==> config.mk <==
export PLATFORM = sky130hd
export DESIGN_NAME = vlen_set_unit
export DESIGN_NICKNAME = d
export VERILOG_FILES = /design/src/rtl/vlen_pkg.sv /design/src/rtl/vlen_src_select.sv /design/src/rtl/vlen_clamp.sv /design/src/rtl/vlen_state_reg.sv /design/src/rtl/vlen_set_unit.sv
export SDC_FILE = /design/constraint.sdc
export NUM_CORES = 1
export LEC_CHECK = 0
export BUFFER_PORTS_ARGS = -buffer_cell sky130_fd_sc_hd__buf_2
export CAP_MARGIN = 20
export CORE_AREA = 2 2 92 94
export DETAILED_ROUTE_END_ITERATION = 8
export DIE_AREA = 0 0 94 96
export PLACE_DENSITY_LB_ADDON = 0.2
export SLEW_MARGIN = 5
export SYNTH_ARGS = -nofsm -noshare
export SYNTH_HDL_FRONTEND = slang
export SYNTH_SLANG_ARGS = --single-unit
==> constraint.sdc <==
create_clock -name clk -period 5.15 [get_ports clk]
set_input_delay 0.7725 -clock clk [delete_from_list [all_inputs] [get_ports clk]]
set_output_delay 0.7725 -clock clk [all_outputs]
set_load 0.005 [all_outputs]
==> src/rtl/vlen_pkg.sv <==
package vlen_pkg;
  parameter int unsigned VLEN_W = 7;

  typedef enum logic [1:0] {
    SRC_HELD  = 2'd0,
    SRC_REG   = 2'd1,
    SRC_IMM   = 2'd2,
    SRC_COUNT = 2'd3
  } vl_src_e;

  typedef struct packed {
    logic [VLEN_W-1:0] vl;
    logic [VLEN_W-1:0] mvl;
  } vl_state_t;
endpackage

==> src/rtl/vlen_src_select.sv <==
module vlen_src_select
  import vlen_pkg::*;
#(
  parameter int unsigned XLEN  = 64,
  parameter int unsigned IDX_W = 5
) (
  input  logic              set_vl,
  input  logic [IDX_W-1:0]  dst_idx,
  input  logic [IDX_W-1:0]  src_idx,
  input  logic [VLEN_W-1:0] len_imm,
  input  logic [XLEN-1:0]   src_val,
  input  logic [XLEN-1:0]   count_val,
  input  logic [VLEN_W-1:0] held_vl,
  output vl_src_e           src_sel,
  output logic [VLEN_W-1:0] vl_cand
);
  localparam int unsigned HI_W = XLEN - VLEN_W;
  localparam logic [VLEN_W-1:0] VL_SAT = {VLEN_W{1'b1}};

  logic              count_over;
  logic [VLEN_W-1:0] count_sat;

  // Count exceeds the largest VL when any bit above the VL field is set
  assign count_over = |count_val[XLEN-1:VLEN_W];
  assign count_sat  = count_over ? VL_SAT : count_val[VLEN_W-1:0];

  always_comb begin
    if (!set_vl)                src_sel = SRC_HELD;
    else if (src_idx != '0)     src_sel = SRC_REG;
    else if (dst_idx == '0)     src_sel = SRC_IMM;
    else                        src_sel = SRC_COUNT;
  end

  always_comb begin
    unique case (src_sel)
      SRC_HELD:  vl_cand = held_vl;
      SRC_REG:   vl_cand = src_val[VLEN_W-1:0];
      SRC_IMM:   vl_cand = len_imm;
      default:   vl_cand = count_sat;
    endcase
  end

  // saturation never yields a value below the count's low field
  always_comb begin
    if (src_sel == SRC_COUNT && HI_W > 0) begin
      assert_count_sat_R5: assert (count_sat >= count_val[VLEN_W-1:0]);
    end
  end
endmodule

==> src/rtl/vlen_clamp.sv <==
module vlen_clamp
  import vlen_pkg::*;
(
  input  logic              set_mvl,
  input  logic [VLEN_W-1:0] len_imm,
  input  logic [VLEN_W-1:0] held_mvl,
  input  logic [VLEN_W-1:0] vl_cand,
  output logic [VLEN_W-1:0] mvl_eff,
  output logic [VLEN_W-1:0] vl_final
);
  logic over;

  assign mvl_eff  = set_mvl ? len_imm : held_mvl;
  assign over     = vl_cand > mvl_eff;
  assign vl_final = over ? mvl_eff : vl_cand;

  // the clamped value never exceeds the limit it was clamped against
  always_comb begin
    assert_clamp_bound_R6: assert (vl_final <= mvl_eff);
  end
endmodule

==> src/rtl/vlen_state_reg.sv <==
module vlen_state_reg
  import vlen_pkg::*;
(
  input  logic              clk,
  input  logic              rst_n,
  input  logic              exec_valid,
  input  logic [VLEN_W-1:0] vl_final,
  input  logic [VLEN_W-1:0] mvl_eff,
  output vl_state_t         state_q
);
  vl_state_t state_d;
  logic      state_en;

  assign state_en = exec_valid;

  always_comb begin
    state_d     = state_q;
    state_d.vl  = vl_final;
    state_d.mvl = mvl_eff;
  end

  always_ff @(posedge clk or negedge rst_n) begin
    if (!rst_n) begin
      state_q <= '0;
    end else if (state_en) begin
      state_q <= state_d;
    end
  end

  property p_reset_clear;
    @(posedge clk) $rose(rst_n) |-> (state_q.vl == '0 && state_q.mvl == '0);
  endproperty
  assert_reset_clear_R1: assert property (p_reset_clear);

  property p_hold_idle;
    @(posedge clk) disable iff (!rst_n)
      !exec_valid |=> $stable(state_q);
  endproperty
  assert_hold_idle_R9: assert property (p_hold_idle);
endmodule

==> src/rtl/vlen_set_unit.sv <==
module vlen_set_unit
  import vlen_pkg::*;
#(
  parameter int unsigned XLEN  = 64,
  parameter int unsigned IDX_W = 5
) (
  input  logic              clk,
  input  logic              rst_n,
  input  logic              exec_valid,
  input  logic [IDX_W-1:0]  dst_idx,
  input  logic [IDX_W-1:0]  src_idx,
  input  logic [VLEN_W-1:0] len_imm,
  input  logic              set_vl,
  input  logic              set_mvl,
  input  logic [XLEN-1:0]   src_val,
  input  logic [XLEN-1:0]   count_val,
  output logic [VLEN_W-1:0] vl_q,
  output logic [VLEN_W-1:0] mvl_q,
  output logic              wb_en,
  output logic [IDX_W-1:0]  wb_idx,
  output logic [XLEN-1:0]   wb_data
);
  localparam int unsigned PAD_W = XLEN - VLEN_W;

  vl_src_e           src_sel;
  logic [VLEN_W-1:0] vl_cand;
  logic [VLEN_W-1:0] mvl_eff;
  logic [VLEN_W-1:0] vl_final;
  vl_state_t         state_q;

  vlen_src_select #(.XLEN(XLEN), .IDX_W(IDX_W)) sel_i (
    .set_vl   (set_vl),
    .dst_idx  (dst_idx),
    .src_idx  (src_idx),
    .len_imm  (len_imm),
    .src_val  (src_val),
    .count_val(count_val),
    .held_vl  (state_q.vl),
    .src_sel  (src_sel),
    .vl_cand  (vl_cand)
  );

  vlen_clamp clamp_i (
    .set_mvl (set_mvl),
    .len_imm (len_imm),
    .held_mvl(state_q.mvl),
    .vl_cand (vl_cand),
    .mvl_eff (mvl_eff),
    .vl_final(vl_final)
  );

  vlen_state_reg state_i (
    .clk       (clk),
    .rst_n     (rst_n),
    .exec_valid(exec_valid),
    .vl_final  (vl_final),
    .mvl_eff   (mvl_eff),
    .state_q   (state_q)
  );

  assign vl_q    = state_q.vl;
  assign mvl_q   = state_q.mvl;
  assign wb_en   = exec_valid && (dst_idx != '0);
  assign wb_idx  = dst_idx;
  assign wb_data = {{PAD_W{1'b0}}, vl_final};

  property p_state_bound;
    @(posedge clk) disable iff (!rst_n) vl_q <= mvl_q;
  endproperty
  assert_state_bound_R6: assert property (p_state_bound);

  property p_wb_stored;
    @(posedge clk) disable iff (!rst_n)
      wb_en |=> (vl_q == $past(wb_data[VLEN_W-1:0]));
  endproperty
  assert_wb_stored_R8: assert property (p_wb_stored);

  property p_wb_zero_ext;
    @(posedge clk) disable iff (!rst_n)
      wb_en |-> (wb_data[XLEN-1:VLEN_W] == '0);
  endproperty
  assert_wb_zero_ext_R8: assert property (p_wb_zero_ext);

  property p_mvl_load;
    @(posedge clk) disable iff (!rst_n)
      (exec_valid && set_mvl) |=> (mvl_q == $past(len_imm));
  endproperty
  assert_mvl_load_R7: assert property (p_mvl_load);

  property p_count_big;
    @(posedge clk) disable iff (!rst_n)
      (exec_valid && set_vl && src_idx == '0 && dst_idx != '0 &&
       count_val[XLEN-1:VLEN_W] != '0)
      |-> (wb_data[VLEN_W-1:0] == (set_mvl ? len_imm : mvl_q));
  endproperty
  assert_count_big_R5: assert property (p_count_big);
endmodule

==> out/results.tsv, run 1 <==
metric	value	unit
slew_violations	0	
start_util	21.7	%
root_buffer	clkbuf_8	
end_kind	output pin	
yosysSeqAreaShare	20.0	%
synth_edf_count	0	
dieHeight	96	um
largest_reg_flops	14	
yosysTopAreaCell	buf_4	
synth_compound_area_share	14.0	%
crit_path_start_kind	input pin	
drive_above_1_share	42.9	%
synth-main-ff-cell	dfrtp_1	
finalClockSkew	0.00195	ns
critPathMaxStageDelay	0.59	ns
first_global_vias	1649	
ir_drop	0.0000909	V
synth_commonest_cells	buf_4 (62), dfrtp_1 (14), nor2_1 (14)	
holdCritPathClass	input pin to async pin	
muxShareOfSynthArea	8.73	%
clkSinkCount	14	
path_clk_slew	0.06	ns
ant_nets	0	
clockBufferDepth	2	
drtIter0Drc	23	
grt_pass1_wl	8.13	mm
worst_slack	0.377	ns
fin_crit	4.77	ns
die_area	0.00902	mm2
yosysTopAreaCellShare	26.6	%
core	0.00805	mm2
cpMaxStageDelayCell	or4_4	
dp_slack	0.368	ns
clk_latency	0.24	ns
async_flop_share	100	%
io_pins	234	
drv_cap	0	
worst_ep_required_time	4.38	ns
cts_tree	yes	
fp.dieW	94	um
cts_buffers	3	
dr.pass1.iters	4	
cts_htree_levels	1	
grt_usage	11.8	%
postCtsSetupBuffers	0	
cts_hold_buf	0	
viasPerCell	4.04	
power	0.483	mW
holdWs	0.422	ns
cts_resized	0	
nets	483	
avgSynthCellArea	8.36	um2
antenna_cells	0	
max_freq	0.210	GHz
regMostFlops	state_i.state_q	
setup_tns	0	ns
synth-xor-area-share	0	%
finalSetupViolCount	0	
grt_overflow	0	
synth_simple_gate_area_share	20.1	%
worst-setup-path-type	input pin to output pin	
status	completed	
core.rowCount	33	
area_delta_synth_final	28.8	%
rsz0062_at_grt	no	
synthAdderAreaFrac	5.01	%
worst_ep_arrival_time	4.00	ns
synth_cells	209	
largest_registers	state_i.state_q: 14 flops	
grt_max_degree	29	
yosysMostFrequentCell	buf_4	
synth_top_family_by_area	buffers and inverters	
fin_crit_sh	92.7	%
port_buffers	119	
avgRoutedWirePerCell	13.1	um
place_congestion	0.726	
crit_family	simple AND/OR/NAND/NOR gates	
syn_area	0.00175	mm2
power_density	214	mW/mm2
synth_area_leaders	buf_4 (27%), dfrtp_1 (20%), mux2i_1 (5.7%)	
ys_seq_elements	14	
path_cells	buf_2 -> or4_4 -> or4_4 -> o221ai_1 -> a22oi_1 -> ha_1 -> a21o_1 -> a221o_2 -> o21ai_2 -> buf_4 -> mux2i_1 -> inv_1 -> buf_2	
ys_warn_count	0	
antenna_found_initial	0	
dp_hpwl	4.73	mm
ys_types	36	
hold_viol	0	
critPathBufInv	4	
fillers	917	
crit_fanout	9	
drt_wl_total	5.60	mm
vias	1732	
drc	0	
cellLeakagePower	1.20	nW
[final timing paths]
check / start / endpoint / slack, ns / cells past startpoint
setup / recovery: src_idx[0] / wb_data[1] / 0.38 / 13
hold / removal: rst_n / state_i.state_q[13] / 0.42 / 1
setup reg to reg: state_i.state_q[12] / state_i.state_q[7] / 2.59 / 9
hold reg to reg: state_i.state_q[6] / state_i.state_q[6] / 0.55 / 2
max in group asynchronous: rst_n / state_i.state_q[3] / 4.48 / 1
min in group clk: state_i.state_q[6] / state_i.state_q[6] / 0.55 / 2
[stage by stage]
stage          std cells  utilization [%]  area (um2)
6_report             429             28.0        2250
3_5_place_dp         426             27.4        2210
2_1_floorplan        265                -        1960
3_3_place_gp         426             27.4        2210
4_1_cts              429             28.0        2250
5_1_grt              429             28.0        2250
[report_power, final]
| part | switching [mW] | total [mW] | internal (mW) |
|---|---|---|---|
| registers | 0.0176 | 0.151 | 0.134 |
| clock network | 0.0398 | 0.0915 | 0.0517 |
| logic | 0.120 | 0.240 | 0.120 |
[cell type report]
type | instances | area (um2) | share of cell area (%)
tap | 105 | 131 | 5.84
clock buffer | 3 | 41.3 | 1.83
sequential | 14 | 350 | 15.6
multi-input combinational | 171 | 1050 | 46.6
timing repair buffer | 124 | 633 | 28.1
inverter | 12 | 45.0 | 2.00
[cells by family (layout without fill, tap and decap cells)]
group	after synthesis	in the layout
other	1	57
AO/OA/AOI/OAI	34	34
buffers and inverters	80	139
flip-flops	14	14
multiplexers	14	14
AND/OR/NAND/NOR	59	59
adder cells (fa/ha/maj)	7	7
[placed cells by master, fill, tap and decap left out, drive strengths merged]
master / netlist / routed
a21o: 1 / 1
a21oi: 12 / 12
a221o: 1 / 1
a22oi: 7 / 7
and3: 1 / 1
and4: 1 / 1
buf: 64 / 124
clkbuf: 4 / 3
conb: 1 / 57
dfrtp: 14 / 14
ha: 7 / 7
inv: 12 / 12
mux2: 4 / 4
mux2i: 10 / 10
nand2: 3 / 3
nand2b: 7 / 7
nand3: 2 / 2
nand4: 3 / 3
nor2: 14 / 14
nor2b: 2 / 2
nor3: 7 / 7
nor4: 13 / 13
nor4b: 2 / 2
o21ai: 4 / 4
o221ai: 8 / 8
o31ai: 1 / 1
or2b: 1 / 1
or4: 3 / 3
[per-layer routing]
metal,GRT usage (%),vias up,share of wire (%)
met4,3.14,0,0.64
met2,21.4,109,47
met5,0,-,0
met3,1.80,4,8.8
li1,-,858,-
met1,14.6,761,44
Power figures use the tool's default switching activity.
==> inputs of run 2 (changes only) <==
- CORE_AREA: 2 2 92 94 -> 2 2 91 93
- DIE_AREA: 0 0 94 96 -> 0 0 93 95
- REMOVE_ABC_BUFFERS: not set -> 1
- SYNTH_HIERARCHICAL: not set -> 1
==> out/results.tsv, run 2 <==
metric	value	unit	change
status	completed		
placed_cell_area	0.00219	mm2	-0.74%
finalInstanceArea	0.00225	mm2	-0.11%
core.rowCount	33		unchanged
core	0.00793	mm2	-1.5%
port_buffers	119		unchanged
grt_pass1_wl	8.12	mm	about the same
cts_htree_levels	1		unchanged
worst_slew_pin_slew	0.508	ns	
p_seq_share	29.1	%	-2.3 points
finalSetupViolCount	0		unchanged
path_cells	buf_2 -> or4_4 -> or4b_1 -> o221ai_1 -> a22oi_1 -> ha_1 -> nand4_1 -> a21o_1 -> a21oi_4 -> mux2_2 -> buf_2		
dieHeight	95	um	-1.0%
drive_above_1_share	50.6	%	+7.7 points
drt_wl_total	5.95	mm	+6.3%
critPathMaxStageDelay	0.73	ns	+0.14 ns
dp_slack	0.292	ns	-0.0762 ns
cpMaxStageDelayCell	or4b_1		
area_delta_synth_final	30.1	%	
p_sw_share	35.9	%	-0.89 points
crit_fanout	7		-2
cts_resized	0		unchanged
hold_viol	0		unchanged
finalClockSkew	0.00246	ns	+0.000512 ns
cts_tree	yes		
ir_drop	0.000141	V	+55%
dp_hpwl	4.94	mm	+4.6%
synth_cells	193		-7.7%
grt_usage	12.3	%	+0.53 points
rsz0062_at_grt	no		
antenna_cells	0		unchanged
avgRoutedWirePerCell	14.4	um	+10%
critPathBufInv	2		-2
max_freq	0.208	GHz	-0.58%
r2r_slack	2.87	ns	+0.28 ns
regMostFlops	state_i/state_q		
first_global_vias	1590		-3.6%
vias	1697		-2.0%
io_pins	234		unchanged
final_common_cell	buf_2		
viasPerCell	4.11		+1.8%
power_density	266	mW/mm2	+24%
path_clk_slew	0.07	ns	about the same
drc	0		unchanged
ys_warn_count	6		+6
cts_buffers	3		unchanged
critPathMostFrequentCell	buf_2		
cellLeakagePower	1.17	nW	-2.2%
root_buffer	clkbuf_8		
worst-setup-path-type	input pin to output pin		
end_kind	output pin		
drtIter0Drc	26		+13%
worst_slack	0.349	ns	-0.0278 ns
final_cell_mix	buf_2 (119), conb_1 (57), mux2_2 (28)		
slew_violations	0		unchanged
power.switching	0.215	mW	+21%
dr.pass1.iters	5		+1
nets	466		-3.5%
grt_max_degree	16		-45%
fin_crit_sh	93.2	%	+0.54 points
avgSynthCellArea	8.95	um2	+7.0%
holdCritPathClass	input pin to async pin		
grt_overflow	0		unchanged
place_congestion	0.721		-0.69%
clkSinkCount	14		unchanged
postCtsSetupBuffers	0		unchanged
largest_registers	state_i/state_q: 14 flops		
worst_ep_arrival_time	4.03	ns	+0.03 ns
clk_latency	0.25	ns	about the same
syn_area	0.00173	mm2	-1.1%
largest_reg_flops	14		unchanged
start_util	21.8	%	+0.087 points
internal_power	0.384	mW	+26%
fp.dieW	93	um	-1.1%
p_clk_share	19.0	%	about the same
relSlewSlack	66.0	%	
crit_path_start_kind	input pin		
clockBufferDepth	2		unchanged
ant_nets	0		unchanged
worst_ep_required_time	4.38	ns	about the same
crit_family	simple AND/OR/NAND/NOR gates		
fillers	891		-2.8%
die_area	0.00884	mm2	-2.1%
drv_cap	0		unchanged
combPwrFrac	51.9	%	+2.2 points
cts_hold_buf	0		unchanged
fin_crit	4.80	ns	+0.0278 ns
setup_tns	0	ns	unchanged
antenna_found_initial	0		unchanged
==> run 2: power groups by stage <==
stage               registers (mW)  logic, mW  clock network (mW)
detailed placement           0.177      0.314                   0
CTS                          0.175      0.317               0.118
finish                       0.174      0.311               0.114
floorplan                    0.178      0.169                   0
global route                 0.180      0.348               0.123
global placement             0.175      0.314                   0
==> run 2: worst paths after layout <==
check,end,cells after the start,startpoint
worst max-delay path,wb_data[2],11,dst_idx[1]
worst min-delay path,state_i/state_q[7],1,rst_n
worst max register to register,state_i/state_q[10],8,state_i/state_q[13]
worst min register to register,state_i/state_q[4],1,state_i/state_q[4]
max in group asynchronous,state_i/state_q[1],1,rst_n
min in group clk,state_i/state_q[4],1,state_i/state_q[4]
==> run 2: final cells by class <==
cell class                      instances  area [um2]  share of cell area, %
Sequential cell                        14         350                   15.6
Multi-Input combinational cell        160        1060                   47.3
Tap cell                              105         131                   5.84
Clock buffer                            4        55.1                   2.45
Inverter                                8        30.0                   1.34
Timing Repair Buffer                  122         618                   27.5
==> run 2: layer usage <==
metal,global-route usage (%),part of all wire [%],up-vias
met5,0,0,-
met4,2.57,0.69,0
met3,2.47,11,5
met2,21.7,47,110
met1,15.7,42,768
li1,-,-,814
==> run 2: worst reg2reg max path, delay by kind of cell, from the launching register on <==
kind / cells / cell delay (ns)
DFF: 1 / 0.40
muxes: 2 / 0.65
adders and majority gates: 1 / 0.34
AOI/OAI and AO/OA: 3 / 0.59
and+or+nand+nor: 2 / 0.21
==> run 2: per-stage QoR <==
stage               power [mW]  hold slack (ns)  util, %  instances
global placement         0.490            0.507     27.7        409
CTS                      0.610            0.434     28.4        413
finish                   0.599            0.419     28.4        413
detailed placement       0.492            0.511     27.7        409
floorplan                0.346            0.477        -        182
global route             0.652            0.446     28.4        413
